## src/rtl/mdc_pkg.sv

```systemverilog
package mdc_pkg;

  typedef enum logic [2:0] {
    ST_IDLE,
    ST_ROW,
    ST_COL,
    ST_PRE,
    ST_REF
  } mdcState_t;

  // strobes from the control FSM to the datapath
  typedef struct packed {
    logic rasOn;
    logic casOn;
    logic wrOn;
    logic rdOn;
    logic selCol;
    logic selRef;
    logic load;
    logic capture;
  } mdcStrobe_t;

endpackage

```

## src/rtl/mdc_control.sv

```systemverilog
module mdc_control
  import mdc_pkg::*;
#(
  parameter int ROW_BITS     = 11,
  parameter int ROW_CYC      = 2,
  parameter int COL_CYC      = 2,
  parameter int PRE_CYC      = 2,
  parameter int REF_CYC      = 3,
  parameter int REF_INTERVAL = 1562
) (
  input  logic                clk,
  input  logic                rst_n,
  input  logic                reqValid,
  input  logic                reqWrite,
  output logic                reqAck,
  output logic                busy,
  output mdcStrobe_t          strobe,
  output logic [ROW_BITS-1:0] refRow
);

  localparam int PH_A   = (ROW_CYC > COL_CYC) ? ROW_CYC : COL_CYC;
  localparam int PH_B   = (PRE_CYC > REF_CYC) ? PRE_CYC : REF_CYC;
  localparam int PH_MAX = (PH_A > PH_B) ? PH_A : PH_B;
  localparam int CNT_W  = $clog2(PH_MAX + 1);
  localparam int TMR_W  = $clog2(REF_INTERVAL);

  mdcState_t         state;
  logic [CNT_W-1:0]  phaseCnt;
  logic [CNT_W-1:0]  lastCnt;
  logic              phaseLast;
  logic [TMR_W-1:0]  refTimer;
  logic              timerHit;
  logic              refPending;
  logic              startRef;
  logic              isWrite;

  always_comb begin
    unique case (state)
      ST_ROW:  lastCnt = CNT_W'(ROW_CYC - 1);
      ST_COL:  lastCnt = CNT_W'(COL_CYC - 1);
      ST_PRE:  lastCnt = CNT_W'(PRE_CYC - 1);
      ST_REF:  lastCnt = CNT_W'(REF_CYC - 1);
      default: lastCnt = '0;
    endcase
  end

  assign phaseLast = (phaseCnt == lastCnt);
  assign timerHit  = (refTimer == TMR_W'(REF_INTERVAL - 1));
  assign startRef  = (state == ST_IDLE) && refPending;
  // refresh wins over a host request in the same idle cycle
  assign reqAck    = (state == ST_IDLE) && !refPending && reqValid;

  always_ff @(posedge clk) begin
    if (!rst_n) begin
      state      <= ST_IDLE;
      phaseCnt   <= '0;
      refTimer   <= '0;
      refPending <= 1'b0;
      refRow     <= '0;
      busy       <= 1'b0;
      isWrite    <= 1'b0;
    end else begin
      refTimer   <= timerHit ? '0 : refTimer + 1'b1;
      refPending <= timerHit | (refPending & ~startRef);
      unique case (state)
        ST_IDLE: begin
          phaseCnt <= '0;
          if (startRef) begin
            state <= ST_REF;
          end else if (reqAck) begin
            state   <= ST_ROW;
            busy    <= 1'b1;
            isWrite <= reqWrite;
          end
        end
        ST_ROW: begin
          phaseCnt <= phaseLast ? '0 : phaseCnt + 1'b1;
          if (phaseLast) state <= ST_COL;
        end
        ST_COL: begin
          phaseCnt <= phaseLast ? '0 : phaseCnt + 1'b1;
          if (phaseLast) begin
            state <= ST_PRE;
            busy  <= 1'b0;
          end
        end
        ST_PRE: begin
          phaseCnt <= phaseLast ? '0 : phaseCnt + 1'b1;
          if (phaseLast) state <= ST_IDLE;
        end
        ST_REF: begin
          phaseCnt <= phaseLast ? '0 : phaseCnt + 1'b1;
          if (phaseLast) begin
            state  <= ST_PRE;
            refRow <= refRow + 1'b1;
          end
        end
        default: state <= ST_IDLE;
      endcase
    end
  end

  always_comb begin
    strobe         = '0;
    strobe.rasOn   = (state == ST_ROW) || (state == ST_COL) || (state == ST_REF);
    strobe.casOn   = (state == ST_COL);
    strobe.wrOn    = (state == ST_COL) && isWrite;
    strobe.rdOn    = (state == ST_COL) && !isWrite;
    strobe.selCol  = (state == ST_COL);
    strobe.selRef  = (state == ST_REF);
    strobe.load    = reqAck;
    strobe.capture = (state == ST_COL) && phaseLast && !isWrite;
  end

  p_busy_after_ack_r2: assert property (@(posedge clk) disable iff (!rst_n)
    reqAck |=> busy);

  p_idle_during_ref_r7: assert property (@(posedge clk) disable iff (!rst_n)
    (state == ST_REF) |-> !busy);

  p_pending_taken_r10: assert property (@(posedge clk) disable iff (!rst_n)
    (state == ST_IDLE && refPending) |=> (state == ST_REF));

  p_row_step_r11: assert property (@(posedge clk) disable iff (!rst_n)
    ($past(state) == ST_REF && state == ST_PRE) |-> (refRow == $past(refRow) + 1'b1));

endmodule

```

## src/rtl/mdc_datapath.sv

```systemverilog
module mdc_datapath
  import mdc_pkg::*;
#(
  parameter int ROW_BITS = 11,
  parameter int COL_BITS = 11,
  parameter int DATA_W   = 4,
  parameter int PRE_CYC  = 2
) (
  input  logic                         clk,
  input  logic                         rst_n,
  input  mdcStrobe_t                   strobe,
  input  logic [ROW_BITS+COL_BITS-1:0] reqAddr,
  input  logic [DATA_W-1:0]            reqWdata,
  input  logic [ROW_BITS-1:0]          refRow,
  input  logic [DATA_W-1:0]            dramDqIn,
  output logic [((ROW_BITS > COL_BITS) ? ROW_BITS : COL_BITS)-1:0] dramAddr,
  output logic                         rasN,
  output logic                         casN,
  output logic                         weN,
  output logic                         oeN,
  output logic [DATA_W-1:0]            dramDqOut,
  output logic                         dramDqOe,
  output logic [DATA_W-1:0]            rdData,
  output logic                         rdValid
);

  localparam int ADDR_W = ROW_BITS + COL_BITS;
  localparam int PIN_W  = (ROW_BITS > COL_BITS) ? ROW_BITS : COL_BITS;
  localparam int RUN_W  = $clog2(PRE_CYC + 1);

  logic [ADDR_W-1:0] addrQ;
  logic [DATA_W-1:0] dataQ;

  always_ff @(posedge clk) begin
    if (!rst_n) begin
      addrQ   <= '0;
      dataQ   <= '0;
      rdData  <= '0;
      rdValid <= 1'b0;
    end else begin
      if (strobe.load) begin
        addrQ <= reqAddr;
        dataQ <= reqWdata;
      end
      rdValid <= strobe.capture;
      if (strobe.capture) rdData <= dramDqIn;
    end
  end

  always_comb begin
    if (strobe.selRef)      dramAddr = PIN_W'(refRow);
    else if (strobe.selCol) dramAddr = PIN_W'(addrQ[COL_BITS-1:0]);
    else                    dramAddr = PIN_W'(addrQ[ADDR_W-1 -: ROW_BITS]);
  end

  assign rasN      = ~strobe.rasOn;
  assign casN      = ~strobe.casOn;
  assign weN       = ~strobe.wrOn;
  assign oeN       = ~strobe.rdOn;
  assign dramDqOe  = strobe.wrOn;
  assign dramDqOut = dataQ;

  // length of the current row-strobe-high run, saturating
  logic [RUN_W-1:0] highRun;
  always_ff @(posedge clk) begin
    if (!rst_n) begin
      highRun <= RUN_W'(PRE_CYC);
    end else if (rasN) begin
      if (int'(highRun) < PRE_CYC) highRun <= highRun + 1'b1;
    end else begin
      highRun <= '0;
    end
  end

  p_cas_inside_ras_r4: assert property (@(posedge clk) disable iff (!rst_n)
    !casN |-> !rasN);

  p_we_oe_excl_r5: assert property (@(posedge clk) disable iff (!rst_n)
    !(!weN && !oeN));

  p_rdvalid_pulse_r6: assert property (@(posedge clk) disable iff (!rst_n)
    rdValid |=> !rdValid);

  p_precharge_min_r8: assert property (@(posedge clk) disable iff (!rst_n)
    $fell(rasN) |-> (int'(highRun) + 1 >= PRE_CYC));

endmodule

```

## src/rtl/mux_dram_ctrl.sv

```systemverilog
module mux_dram_ctrl
  import mdc_pkg::*;
#(
  parameter int ROW_BITS     = 11,
  parameter int COL_BITS     = 11,
  parameter int DATA_W       = 4,
  parameter int ROW_CYC      = 2,
  parameter int COL_CYC      = 2,
  parameter int PRE_CYC      = 2,
  parameter int REF_CYC      = 3,
  parameter int REF_INTERVAL = 1562
) (
  input  logic                         clk,
  input  logic                         rst_n,
  input  logic                         reqValid,
  input  logic                         reqWrite,
  input  logic [ROW_BITS+COL_BITS-1:0] reqAddr,
  input  logic [DATA_W-1:0]            reqWdata,
  output logic                         reqAck,
  output logic                         busy,
  output logic                         rdValid,
  output logic [DATA_W-1:0]            rdData,
  output logic [((ROW_BITS > COL_BITS) ? ROW_BITS : COL_BITS)-1:0] dramAddr,
  output logic                         rasN,
  output logic                         casN,
  output logic                         weN,
  output logic                         oeN,
  output logic [DATA_W-1:0]            dramDqOut,
  output logic                         dramDqOe,
  input  logic [DATA_W-1:0]            dramDqIn
);

  mdcStrobe_t          strobe;
  logic [ROW_BITS-1:0] refRow;

  mdc_control #(
    .ROW_BITS(ROW_BITS), .ROW_CYC(ROW_CYC), .COL_CYC(COL_CYC),
    .PRE_CYC(PRE_CYC), .REF_CYC(REF_CYC), .REF_INTERVAL(REF_INTERVAL)
  ) u_ctrl (
    .clk(clk), .rst_n(rst_n), .reqValid(reqValid), .reqWrite(reqWrite),
    .reqAck(reqAck), .busy(busy), .strobe(strobe), .refRow(refRow)
  );

  mdc_datapath #(
    .ROW_BITS(ROW_BITS), .COL_BITS(COL_BITS), .DATA_W(DATA_W), .PRE_CYC(PRE_CYC)
  ) u_dp (
    .clk(clk), .rst_n(rst_n), .strobe(strobe), .reqAddr(reqAddr),
    .reqWdata(reqWdata), .refRow(refRow), .dramDqIn(dramDqIn),
    .dramAddr(dramAddr), .rasN(rasN), .casN(casN), .weN(weN), .oeN(oeN),
    .dramDqOut(dramDqOut), .dramDqOe(dramDqOe), .rdData(rdData), .rdValid(rdValid)
  );

endmodule

```

## config.mk

```make
export PLATFORM = sky130hd
export DESIGN_NAME = mux_dram_ctrl
export DESIGN_NICKNAME = d
export VERILOG_FILES = /design/src/rtl/mdc_pkg.sv /design/src/rtl/mdc_control.sv /design/src/rtl/mdc_datapath.sv /design/src/rtl/mux_dram_ctrl.sv
export SDC_FILE = /design/constraint.sdc
export NUM_CORES = 1
export LEC_CHECK = 0
export BUFFER_PORTS_ARGS = -buffer_cell sky130_fd_sc_hd__buf_2
export CORE_MARGIN = 2
export CORE_UTILIZATION = 35
export CTS_BUF_LIST = sky130_fd_sc_hd__clkbuf_8
export DETAILED_ROUTE_END_ITERATION = 7
export PLACE_DENSITY = 0.64
export RECOVER_POWER = 25
export SYNTH_ARGS = -nofsm -noshare
export SYNTH_HDL_FRONTEND = slang
export SYNTH_SLANG_ARGS = --single-unit
export TNS_END_PERCENT = 50
```

## constraint.sdc

```tcl
create_clock -name clk -period 1.6 [get_ports clk]
set_input_delay 0.4 -clock clk [delete_from_list [all_inputs] [get_ports clk]]
set_output_delay 0.4 -clock clk [all_outputs]
set_load 0.05 [all_outputs]
```

After elaboration in Yosys (flattened, before gate mapping). Cells that the tools add are included.

Add/sub/neg operators: 3. Muxes and demuxes: 15. Eq/ne operators: 13. Bitwise logic cells: 8. Reductions and logical operators: 22.

Operator list (number): 11-bit by 1-bit adder with 11-bit output, second input constant (2); 11-bit 2-to-1 mux (2); 3-bit 2-to-1 mux (5); 3-bit one-hot mux with 4 select lines (1); 11-bit equality test, second input constant (1); 2-bit one-hot mux with 2 select lines (2); 4-bit AND reduction (2); 1-bit logical AND (7); 3-bit by 2-bit equality test with 1-bit output, second input constant (2); 2-bit by 1-bit inequality test with 1-bit output, second input constant (3); 2-bit inequality test, second input constant (3); 1-bit NOT (6); 2-bit nonzero test (2); 2-bit OR reduction (2); 4-bit OR reduction (1); 3-bit by 1-bit equality test with 1-bit output, second input constant (1); 3-bit equality test, second input constant (1); 3-bit zero test (1); 1-bit 2-to-1 mux (3); 3-bit by 2-bit inequality test with 1-bit output, second input constant (1); 3-bit AND reduction (1); 3-bit OR reduction (1); 2-bit by 1-bit adder with 2-bit output, second input constant (1); 2-bit equality test (1); other kinds (7) (9).

Output and inout port bits: 27. Register bits: 61. Bits of input ports: 34. Logic and storage cells: 72.

Logic depth before layout (Yosys ltp).
Depth in word-level cells: 6. Depth in mapped cells: 8.

Hierarchy. From an unflattened synthesis, not the netlist that was laid out.

Cell total of the unflattened synthesis: 312. Area, all modules: 2872.8 µm².

By module, submodules not included: mdc_control (cells an instance 172, area an instance 1441.4 µm², instances 1); mdc_datapath (cells an instance 140, area an instance 1431.4 µm², instances 1).

Least setup slack after synthesis. OpenSTA, ideal clock, no wires.

Kind: register to output. Start point: reg u_ctrl.state[1]. End point: out dramAddr[0] (netlist name). Path buffers: 2. Arrival: 1.768 ns. Path slack: -0.568 ns. Cell stages (with the launch flop): 6. Cell sequence: dfxtp_1 -> buf_2 -> nor2b_1 -> clkbuf_2 -> a22oi_1 -> o21ai_1.

Cells in the longest elaborated chain, start to end: 3. Elaborated cells on any way between the ends: 4. Classes of those cells: eq/ne: 2; mux: 2.

Ends and longest elaborated chain: start: declaration (line mdc_control.sv:27) `mdcState_t state;`; start signal: assignment (line mdc_control.sv:55) `state <= ST_IDLE;`; start signal: assignment (line mdc_control.sv:69) `state <= ST_REF;`; start signal: assignment (line mdc_control.sv:71) `state <= ST_ROW;`; 3-bit by 2-bit equality test with 1-bit output (line mdc_control.sv:109) `strobe.selCol = (state == ST_COL);`; 11-bit 2-to-1 mux (line mdc_datapath.sv:52) `else if (strobe.selCol) dramAddr = PIN_W'(addrQ[COL_BITS-1:0]);`; 11-bit 2-to-1 mux * (line mdc_datapath.sv:51) `if (strobe.selRef) dramAddr = PIN_W'(refRow);`; end: declaration (line mux_dram_ctrl.sv:23) `output logic [((ROW_BITS > COL_BITS) ? ROW_BITS : COL_BITS)-1:0] dramAddr,`.

Every way passes the cells marked *; elsewhere a longest branch is shown, timed or not.

Final worst setup path.
Start point: reg u_ctrl.state[2]. End point: out dramAddr[1] (netlist name).

Same word-level chain as after synthesis.

==> impl_metrics.ini <==
[timing]
max_freq_ghz = 0.515
timing.final.ws_setup_ns = -0.342
min_period_over_period = 1.21
finalSetupViolations = 21
finalMaxSlewViolations = 0
maxSlewHeadroom = 0.792
fin_skew_ns = 0.0114
hold_viol = 0
finalSetupTns_ns = -5.20
grt_setup_unrepaired = yes
layout_min_cycle_time_ns = 1.94
tightest_slew_ns = 0.311

[route]
postRouteAntennaNets = 0
wire_per_inst_um = 13.4
drt-pass1-iter-count = 4
vias = 2654
routed.top_layer = met4
viasPerCell = 4.95
drt_iter0_drc = 81
drt_drc_violations_left = 0
wl_met2_mm = 3.65
wl_met3_um = 386
wl_met1_mm = 3.03
wirelength_mm = 7.20

[floorplan]
placementRows = 32
die_height_um = 92.8
io_pins = 61
core_area_um2 = 7690
start_util = 0.359
dieWidth_um = 92.8
dieArea_um2 = 8610

[layout]
design_area_um2 = 4090
antenna_cells = 0
fillers = 745
layout_common_cells = nand2_1 (66), dfxtp_1 (59), a21oi_1 (35)
syn_to_final_growth_pct = 48.2
fin_nets = 466
layout-drive-gt1-share = 0.396
final_common_cell = nand2_1

[critical_path]
crit_required_ns = 1.20
critical_path_class = reg -> out
regToRegStartpoint = u_ctrl.state[2]
setup.worst_path.end_class = output pin
cp-start-kind = flop
critPathMaxFanout = 5
cp.arrival_ns = 1.54
crit_start = u_ctrl.state[2]

[worst_hold_path]
hold_class = in -> reg
hp-start = reqWdata[3]

[clock_tree]
cts_tree = yes
cts_sinks = 61
clock_latency_ns = 0.34
clk_pin_slew_worst_paths_ns = 0.08
hold_buffers = 0
cts_buffers = 9
cts.htree.levels = 3
cts_buffer_depth = 2
cts-root-buf = clkbuf_8

[grt]
track_usage = 0.176
grt_max_degree = 30
antenna_found_initial = 0
grt_pass1_vias = 2620
grt_pass1_wl_mm = 11.9
overflow = 0

[placed_design]
place.gp.congestion = 0.938
io_buffer_count = 60
place_area_um2 = 3470
dpl.hpwl_mm = 5.25

[flow_run]
maxCapViolCount = 0

[synthesis]
synth-seq-cells = 61
ys_types = 47
yosysWarnings = 0
synth_area_um2 = 2760
synth_nets = 375
netlist_instances = 338
ys_seq_area_frac = 0.443
synth.avg_cell_area_um2 = 8.16

[pwr]
power_density_nw_per_um2 = 1480
p_leak_uw = 0.00164
ir_drop_mv = 0.568

[status]
outcome = complete, but fails checks
violations = negative setup slack
-- worst max-delay path: stages, from the launching register on --
cell and delay (ns):
dfxtp_2 0.33, buf_6 0.13, nand2b_4 0.18, o22a_1 0.22, o22a_4 0.19, buf_8 0.14
-- cell type report --
class                      instances  area, um2  area share
inverter                           8       33.8     0.00826
timing repair buffer             101        781       0.191
clock inverter                     7       90.1      0.0220
clock buffer                       9        124      0.0303
multi-input combinational        248       1710       0.417
tap                              102        128      0.0312
sequential                        61       1230       0.300
-- synthesized netlist by cell type (all sizes together) --
library cell	count	area, um2
nand2	77	289
o211ai	1	7.51
o31ai	2	15.0
mux2i	7	70.1
dfxtp	61	1220
nand4	9	56.3
and3	3	18.8
inv	8	30.0
or3b	1	8.76
o21ai	17	85.1
or4	1	11.3
buf	8	53.8
ha	3	37.5
nand2b	5	38.8
nor3	5	46.3
nand3b	2	18.8
nor3b	1	7.51
xnor2	7	61.3
o21a	1	7.51
a31o	3	26.3
nand3	6	30.0
clkbuf	13	50.0
nor2b	3	18.8
a21oi	38	190
nor4	3	31.3
and4	2	17.5
nand4bb	1	16.3
or3	1	6.26
o22a	3	26.3
a22oi	10	75.1
and4b	1	10.0
xor2	6	52.6
nor2	26	97.6
and3b	1	8.76
or2	1	6.26
o221a	1	11.3
-- worst paths after layout --
| path | slack [ns] | to | cells after the start |
|---|---|---|---|
| setup / recovery | -0.34 | dramAddr[1] | 5 |
| hold / removal | 0.29 | u_dp.dramDqOut[3] | 3 |
| setup reg to reg | -0.05 | u_dp.rdData[2] | 6 |
| hold reg to reg | 0.46 | u_dp.dramDqOut[0] | 2 |
-- sequential cells by signal (all words and copies together), names as in the netlist --
signal and flops:
u_ctrl.isWrite 1, u_ctrl.refRow 11, u_ctrl.busy 1, u_ctrl.phaseCnt 2, u_dp.dramDqOut 4, u_ctrl.refPending 1, u_ctrl.state 3, u_dp.addrQ 22
u_dp.rdData 4, u_ctrl.refTimer 11, u_dp.rdValid 1
-- cells by family (layout without fill, tap and decap cells) --
| logic type | count (synthesis) | after routing | synth area share |
|---|---|---|---|
| xor gates and xnor gates | 13 | 13 | 0.0413 |
| AOI/OAI and AO/OA | 76 | 76 | 0.161 |
| buffers and inverters | 29 | 125 | 0.0485 |
| adders and majority gates | 3 | 3 | 0.0136 |
| DFF | 61 | 61 | 0.443 |
| muxes | 7 | 7 | 0.0254 |
| and+or+nand+nor | 149 | 149 | 0.268 |
-- power breakdown --
group	switching, uW	internal [uW]	total (uW)
clock	625	868	1490
sequential	144	1700	1840
combinational	1600	1130	2730
total	2370	3690	6070
-- layer usage --
layer	up-vias	GRT usage
met5	-	0
met4	0	0.0748
met3	9	0.0561
met2	59	0.310
met1	1237	0.193
li1	1349	-
-- repair_timing --
item / in CTS / in global routing
cloned: 1 / 0
setup endpoints to repair: 26 / 47
pin swaps: 4 / 5
buffers inserted: 8 / 3
resized for setup: 74 / 15
-- metrics by stage --
step,worst slack [ns],instances,hold slack [ns],util,power [uW]
2_1_floorplan,-0.0584,338,0.437,-,3460
3_3_place_gp,-0.418,511,0.439,0.452,4070
3_5_place_dp,-0.450,511,0.445,0.452,4090
4_1_cts,-0.348,535,0.276,0.523,6030
5_1_grt,-0.413,536,0.290,0.532,6390
6_report,-0.342,536,0.291,0.532,6070
(Power assumes the default switching activity.)
